`src/rtl/regcmd_pkg.sv`:
```
package regcmd_pkg;

    typedef enum logic [1:0] {
        ST_BOOT     = 2'd0,
        ST_WIDE     = 2'd1,
        ST_SPLIT_LO = 2'd2,
        ST_SPLIT_HI = 2'd3
    } buf_state_e;

    function automatic buf_state_e pins_to_state(input logic split, input logic lane_hi);
        buf_state_e s;
        if (!split)       s = ST_WIDE;
        else if (lane_hi) s = ST_SPLIT_HI;
        else              s = ST_SPLIT_LO;
        return s;
    endfunction

endpackage

```
`src/rtl/regcmd_mode_fsm.sv`:
```
module regcmd_mode_fsm
    import regcmd_pkg::*;
(
    input  logic       clk,
    input  logic       rst_n,
    input  logic       cfg_split,
    input  logic       cfg_lane_hi,
    output buf_state_e mode_eff
);

    buf_state_e state_q;
    buf_state_e state_d;
    buf_state_e pin_mode;

    assign pin_mode = pins_to_state(cfg_split, cfg_lane_hi);

    // State register
    always_ff @(posedge clk or negedge rst_n) begin
        if (!rst_n) state_q <= ST_BOOT;
        else        state_q <= state_d;
    end

    // Transitions: boot leaves on the first edge, run states are sticky
    always_comb begin
        unique case (state_q)
            ST_BOOT:     state_d = pin_mode;
            ST_WIDE:     state_d = ST_WIDE;
            ST_SPLIT_LO: state_d = ST_SPLIT_LO;
            ST_SPLIT_HI: state_d = ST_SPLIT_HI;
            default:     state_d = ST_BOOT;
        endcase
    end

    // Output: during boot the pins decide the mode seen by the datapath
    always_comb begin
        unique case (state_q)
            ST_BOOT: mode_eff = pin_mode;
            default: mode_eff = state_q;
        endcase
    end

    AST_MODE_FIXED: assert property (@(posedge clk) disable iff (!rst_n)
        (state_q != ST_BOOT) |=> (state_q == $past(state_q)))
        else $error("mode changed after boot");

endmodule

```
`src/rtl/regcmd_lane_mux.sv`:
```
module regcmd_lane_mux
    import regcmd_pkg::*;
#(
    parameter int WIDE_W  = 25,
    parameter int SPLIT_W = 14
) (
    input  buf_state_e        mode,
    input  logic [WIDE_W-1:0] din,
    output logic [WIDE_W-1:0] lanes
);

    localparam int HI_OFS = WIDE_W - SPLIT_W;

    for (genvar i = 0; i < WIDE_W; i++) begin : g_lane
        if (i < SPLIT_W) begin : g_shared
            always_comb begin
                unique case (mode)
                    ST_SPLIT_HI: lanes[i] = din[i + HI_OFS];
                    default:     lanes[i] = din[i];
                endcase
            end
        end else begin : g_wide_only
            always_comb begin
                unique case (mode)
                    ST_SPLIT_LO, ST_SPLIT_HI: lanes[i] = 1'b0;
                    default:                  lanes[i] = din[i];
                endcase
            end
        end
    end

endmodule

```
`src/rtl/regcmd_hold_reg.sv`:
```
module regcmd_hold_reg #(
    parameter int W = 25
) (
    input  logic         clk,
    input  logic         rst_n,
    input  logic         hold,
    input  logic [W-1:0] d,
    output logic [W-1:0] q
);

    always_ff @(posedge clk or negedge rst_n) begin
        if (!rst_n)     q <= '0;
        else if (!hold) q <= d;
    end

    AST_HOLD_KEEPS: assert property (@(posedge clk) disable iff (!rst_n)
        hold |=> $stable(q))
        else $error("data moved while frozen");

    AST_DATA_CAPTURE: assert property (@(posedge clk) disable iff (!rst_n)
        !hold |=> (q == $past(d)))
        else $error("data not captured");

endmodule

```
`src/rtl/regcmd_buffer.sv`:
```
module regcmd_buffer
    import regcmd_pkg::*;
#(
    parameter int WIDE_W  = 25,
    parameter int SPLIT_W = 14
) (
    input  logic               clk,
    input  logic               rst_n,
    input  logic               cfg_split,
    input  logic               cfg_lane_hi,
    input  logic [WIDE_W-1:0]  din,
    input  logic               odt_in,
    input  logic               cke_in,
    input  logic               dcs_n,
    input  logic               csr_n,
    output logic [WIDE_W-1:0]  q_a,
    output logic [SPLIT_W-1:0] q_b,
    output logic               odt_a,
    output logic               odt_b,
    output logic               cke_a,
    output logic               cke_b,
    output logic               cs_a_n,
    output logic               cs_b_n
);

    localparam int CTL_W = 3;

    buf_state_e        mode_eff;
    logic [WIDE_W-1:0] lanes;
    logic [WIDE_W-1:0] data_q;
    logic [CTL_W-1:0]  ctl_q;
    logic              freeze;
    logic              split_on;

    assign freeze = dcs_n & csr_n;

    regcmd_mode_fsm u_fsm (
        .clk         (clk),
        .rst_n       (rst_n),
        .cfg_split   (cfg_split),
        .cfg_lane_hi (cfg_lane_hi),
        .mode_eff    (mode_eff)
    );

    regcmd_lane_mux #(.WIDE_W(WIDE_W), .SPLIT_W(SPLIT_W)) u_mux (
        .mode  (mode_eff),
        .din   (din),
        .lanes (lanes)
    );

    regcmd_hold_reg #(.W(WIDE_W)) u_data (
        .clk   (clk),
        .rst_n (rst_n),
        .hold  (freeze),
        .d     (lanes),
        .q     (data_q)
    );

    // Control lines: never frozen
    always_ff @(posedge clk or negedge rst_n) begin
        if (!rst_n) ctl_q <= '0;
        else        ctl_q <= {odt_in, cke_in, dcs_n};
    end

    always_comb begin
        unique case (mode_eff)
            ST_SPLIT_LO, ST_SPLIT_HI: split_on = 1'b1;
            default:                  split_on = 1'b0;
        endcase
    end

    assign q_a    = data_q;
    assign q_b    = split_on ? data_q[SPLIT_W-1:0] : '0;
    assign odt_a  = ctl_q[2];
    assign cke_a  = ctl_q[1];
    assign cs_a_n = ctl_q[0];
    assign odt_b  = split_on & ctl_q[2];
    assign cke_b  = split_on & ctl_q[1];
    assign cs_b_n = split_on & ctl_q[0];

    AST_CTRL_TRACKS: assert property (@(posedge clk) disable iff (!rst_n)
        1'b1 |=> ({odt_a, cke_a, cs_a_n} == $past({odt_in, cke_in, dcs_n})))
        else $error("control output did not follow input");

    AST_B_MIRRORS_A: assert property (@(posedge clk) disable iff (!rst_n)
        (cfg_split == $past(cfg_split)) && split_on |=> (q_b == q_a[SPLIT_W-1:0]))
        else $error("B copy differs from A");

endmodule

```
`config.mk`:
```
export PLATFORM = sky130hd
export DESIGN_NAME = regcmd_buffer
export DESIGN_NICKNAME = d
export VERILOG_FILES = /design/src/rtl/regcmd_pkg.sv /design/src/rtl/regcmd_mode_fsm.sv /design/src/rtl/regcmd_lane_mux.sv /design/src/rtl/regcmd_hold_reg.sv /design/src/rtl/regcmd_buffer.sv
export SDC_FILE = /design/constraint.sdc
export NUM_CORES = 1
export LEC_CHECK = 0
export ABC_AREA = 1
export BUFFER_PORTS_ARGS = -buffer_cell sky130_fd_sc_hd__buf_2
export CAP_MARGIN = 20
export CORE_UTILIZATION = 40
export CTS_BUF_LIST = sky130_fd_sc_hd__clkbuf_4
export CTS_CLUSTER_SIZE = 20
export DETAILED_ROUTE_END_ITERATION = 16
export GPL_ROUTABILITY_DRIVEN = 0
export PLACE_DENSITY = 0.72
export SLEW_MARGIN = 20
export SYNTH_ARGS = -nofsm -noshare
export SYNTH_HDL_FRONTEND = slang
export SYNTH_SLANG_ARGS = --single-unit
```
`constraint.sdc`:
```
create_clock -name clk -period 1.5 [get_ports clk]
set_input_delay 0 -clock clk [delete_from_list [all_inputs] [get_ports clk]]
set_output_delay 0 -clock clk [all_outputs]
set_load 0.005 [all_outputs]
```
==> qor.csv <==
metric;value;unit
area.sequential;751;um2
worstPathRequired;1.50;ns
timing.hold.ws;0.0156;ns
slew_headroom;54.9;%
insertion_delay;0.32;ns
clk_pin_slew;0.09;ns
grtUsageTotal;21.1;%
worstSetupPathType;flop to primary output;
syn2layout_area_growth;47.8;%
syn_area_per_cell;7.59;um2
grt_overflow_total;0;
clk_path_buf_depth;2;
die_area;4080;um2
tns;0;ns
die_x;63.9;um
path_buf_inv;3;
timing.fmax;719;MHz
synth_nets;235;
critPathMaxStageDelay;0.38;ns
end_kind;primary output;
cts_root_buf;clkbuf_4;
start_util;41.9;%
cts_max_level;2;
vias;1651;
cts.sinks;30;
cts_made_buffers;5;
path_max_fanout;17;
layout.nets;340;
power.density;724;nW/um2
critPathSlowestCell;dfrtp_1;
core-area;3660;um2
status;completed;
routed_wl;4.01;mm
synth_cell_types;13;
pre_cts_slack;0.302;ns
irDropWorstVdd;480;uV
rsz0062_at_grt;false;
path_delay_family;simple AND/OR/NAND/NOR gates;
hold_path_class;primary input to flop;
final.setup_skew;0.00233;ns
finalSetupViolCount;0;
fin_crit;1.39;ns
grt_pass1_wl;6.65;mm
multi_input_area;552;um2
num_io_pins;78;
drive_above_1_share;30.8;%
antenna_left;0;
yosysSeqAreaShare;49.0;%
grt_pass1_vias;1544;
syn_inst;202;
drv_slew;0;
synth_seq_cells;30;
wire_per_inst;11.3;um
reg2reg_setup_slack;0.20;ns
die_h;63.9;um
antenna_found_initial;0;
post-route-util;61.9;%
dp_hpwl;2.51;mm
crit_chain;inv_2, nand2_1, nand2_8, inv_4, nor2_1, buf_2;
hold_viol_final;0;
vias_per_cell;4.64;
firstDrtPassIters;4;
antenna_cells;0;
crit_path_start_kind;flop;
worstMarginPinSlew;0.677;ns
timing.max_cap.violations;0;
cts_tree;done;
grt_max_degree;37;
finalCritPeriodShare;92.7;%
synth_warnings;0;
drc;0;
arrival;1.39;ns
num_rows;22;
syn-cell-area;1530;um2
drtIter0Drc;87;
n_fill_cell;341;
leakage;1.35;nW
timing.final.ws_setup;0.109;ns
power;1.64;mW
portBuffers;77;
==> cell usage after synthesis <==
cell	instances	area, um2
o31ai_1	11	82.6
dfrtp_1	30	751
nor2_1	17	63.8
clkbuf_8	2	27.5
inv_2	4	15.0
inv_1	43	161
nand2_4	2	22.5
buf_4	2	15.0
nand2_2	2	12.5
nand2_1	56	210
buf_2	4	20.0
buf_6	1	11.3
nand3_1	28	140
==> power by group <==
part / internal (mW) / switching [mW]
registers: 0.844 / 0.0264
logic: 0.163 / 0.146
clock network: 0.194 / 0.268
total: 1.20 / 0.440
==> metal layers <==
| metal | part of all wire [%] | vias to the layer above | GRT usage [%] |
|---|---|---|---|
| li1 | - | 821 | - |
| met1 | 43 | 757 | 24.0 |
| met2 | 50 | 67 | 38.7 |
| met3 | 5.7 | 6 | 5.18 |
| met4 | 1.1 | 0 | 5.97 |
| met5 | 0 | - | 0 |
==> registers in the layout, summed over array words and instances (netlist names) <==
name / cells
ctl_q: 3
u_data.q: 25
u_fsm.state_q: 2
==> repair_timing <==
| action | in CTS | in global routing |
|---|---|---|
| gates resized for setup | 1 | 2 |
| hold buffers | 27 | 0 |
| buffers inserted | 0 | 2 |
| cloned | 0 | 1 |
| setup endpoints to repair | 17 | 17 |
| hold endpoints to repair | 56 | 0 |
| pin swaps | 0 | 1 |
==> path summary, 6_finish.rpt <==
check,end,startpoint,cells past startpoint
hold / removal,u_data.q[13],din[13],5
hold reg to reg,u_data.q[24],u_data.q[24],2
setup reg to reg,u_data.q[0],u_fsm.state_q[1],7
min in group asynchronous,u_data.q[24],rst_n,2
max in group asynchronous,u_data.q[7],rst_n,2
setup / recovery,q_b[0],u_fsm.state_q[0],6
==> worst register-to-register path: stages (launching register included) <==
cell and delay (ns):
dfrtp_1 0.38, inv_2 0.13, nand2_1 0.08, nand2_2 0.24, nand2_4 0.17, nand2_1 0.10, nand3_1 0.07, nand2_1 0.08
==> cell families (layout without fill, tap and decap cells) <==
| group | Yosys count | in the layout | synth area share (%) |
|---|---|---|---|
| buf+inv | 56 | 161 | 16.3 |
| flops | 30 | 30 | 49.0 |
| compound gates | 11 | 11 | 5.39 |
| simple gates | 105 | 106 | 29.3 |
==> area by class of cell <==
class,count,area share [%]
multi-input combinational,117,24.4
tap,48,2.65
clock inverter,2,0.387
inverter,47,7.90
timing repair buffer,106,29.6
clock buffer,6,1.99
sequential,30,33.1
==> cells in the final DEF (no fill, tap or decap), drive strengths merged <==
cell and instances:
buf 79, clkbuf 6, clkinv 2, dfrtp 30, dlygate4sd3 27, inv 47
nand2 61, nand3 28, nor2 17, o31ai 11
==> metrics by stage <==
step | instances | area, um2
after floorplan | 202 | 1530
after global placement | 318 | 1900
after detailed placement | 318 | 1900
after CTS | 353 | 2240
after global routing | 356 | 2270
final | 356 | 2270
No activity file was read; power rests on OpenSTA's default activity.
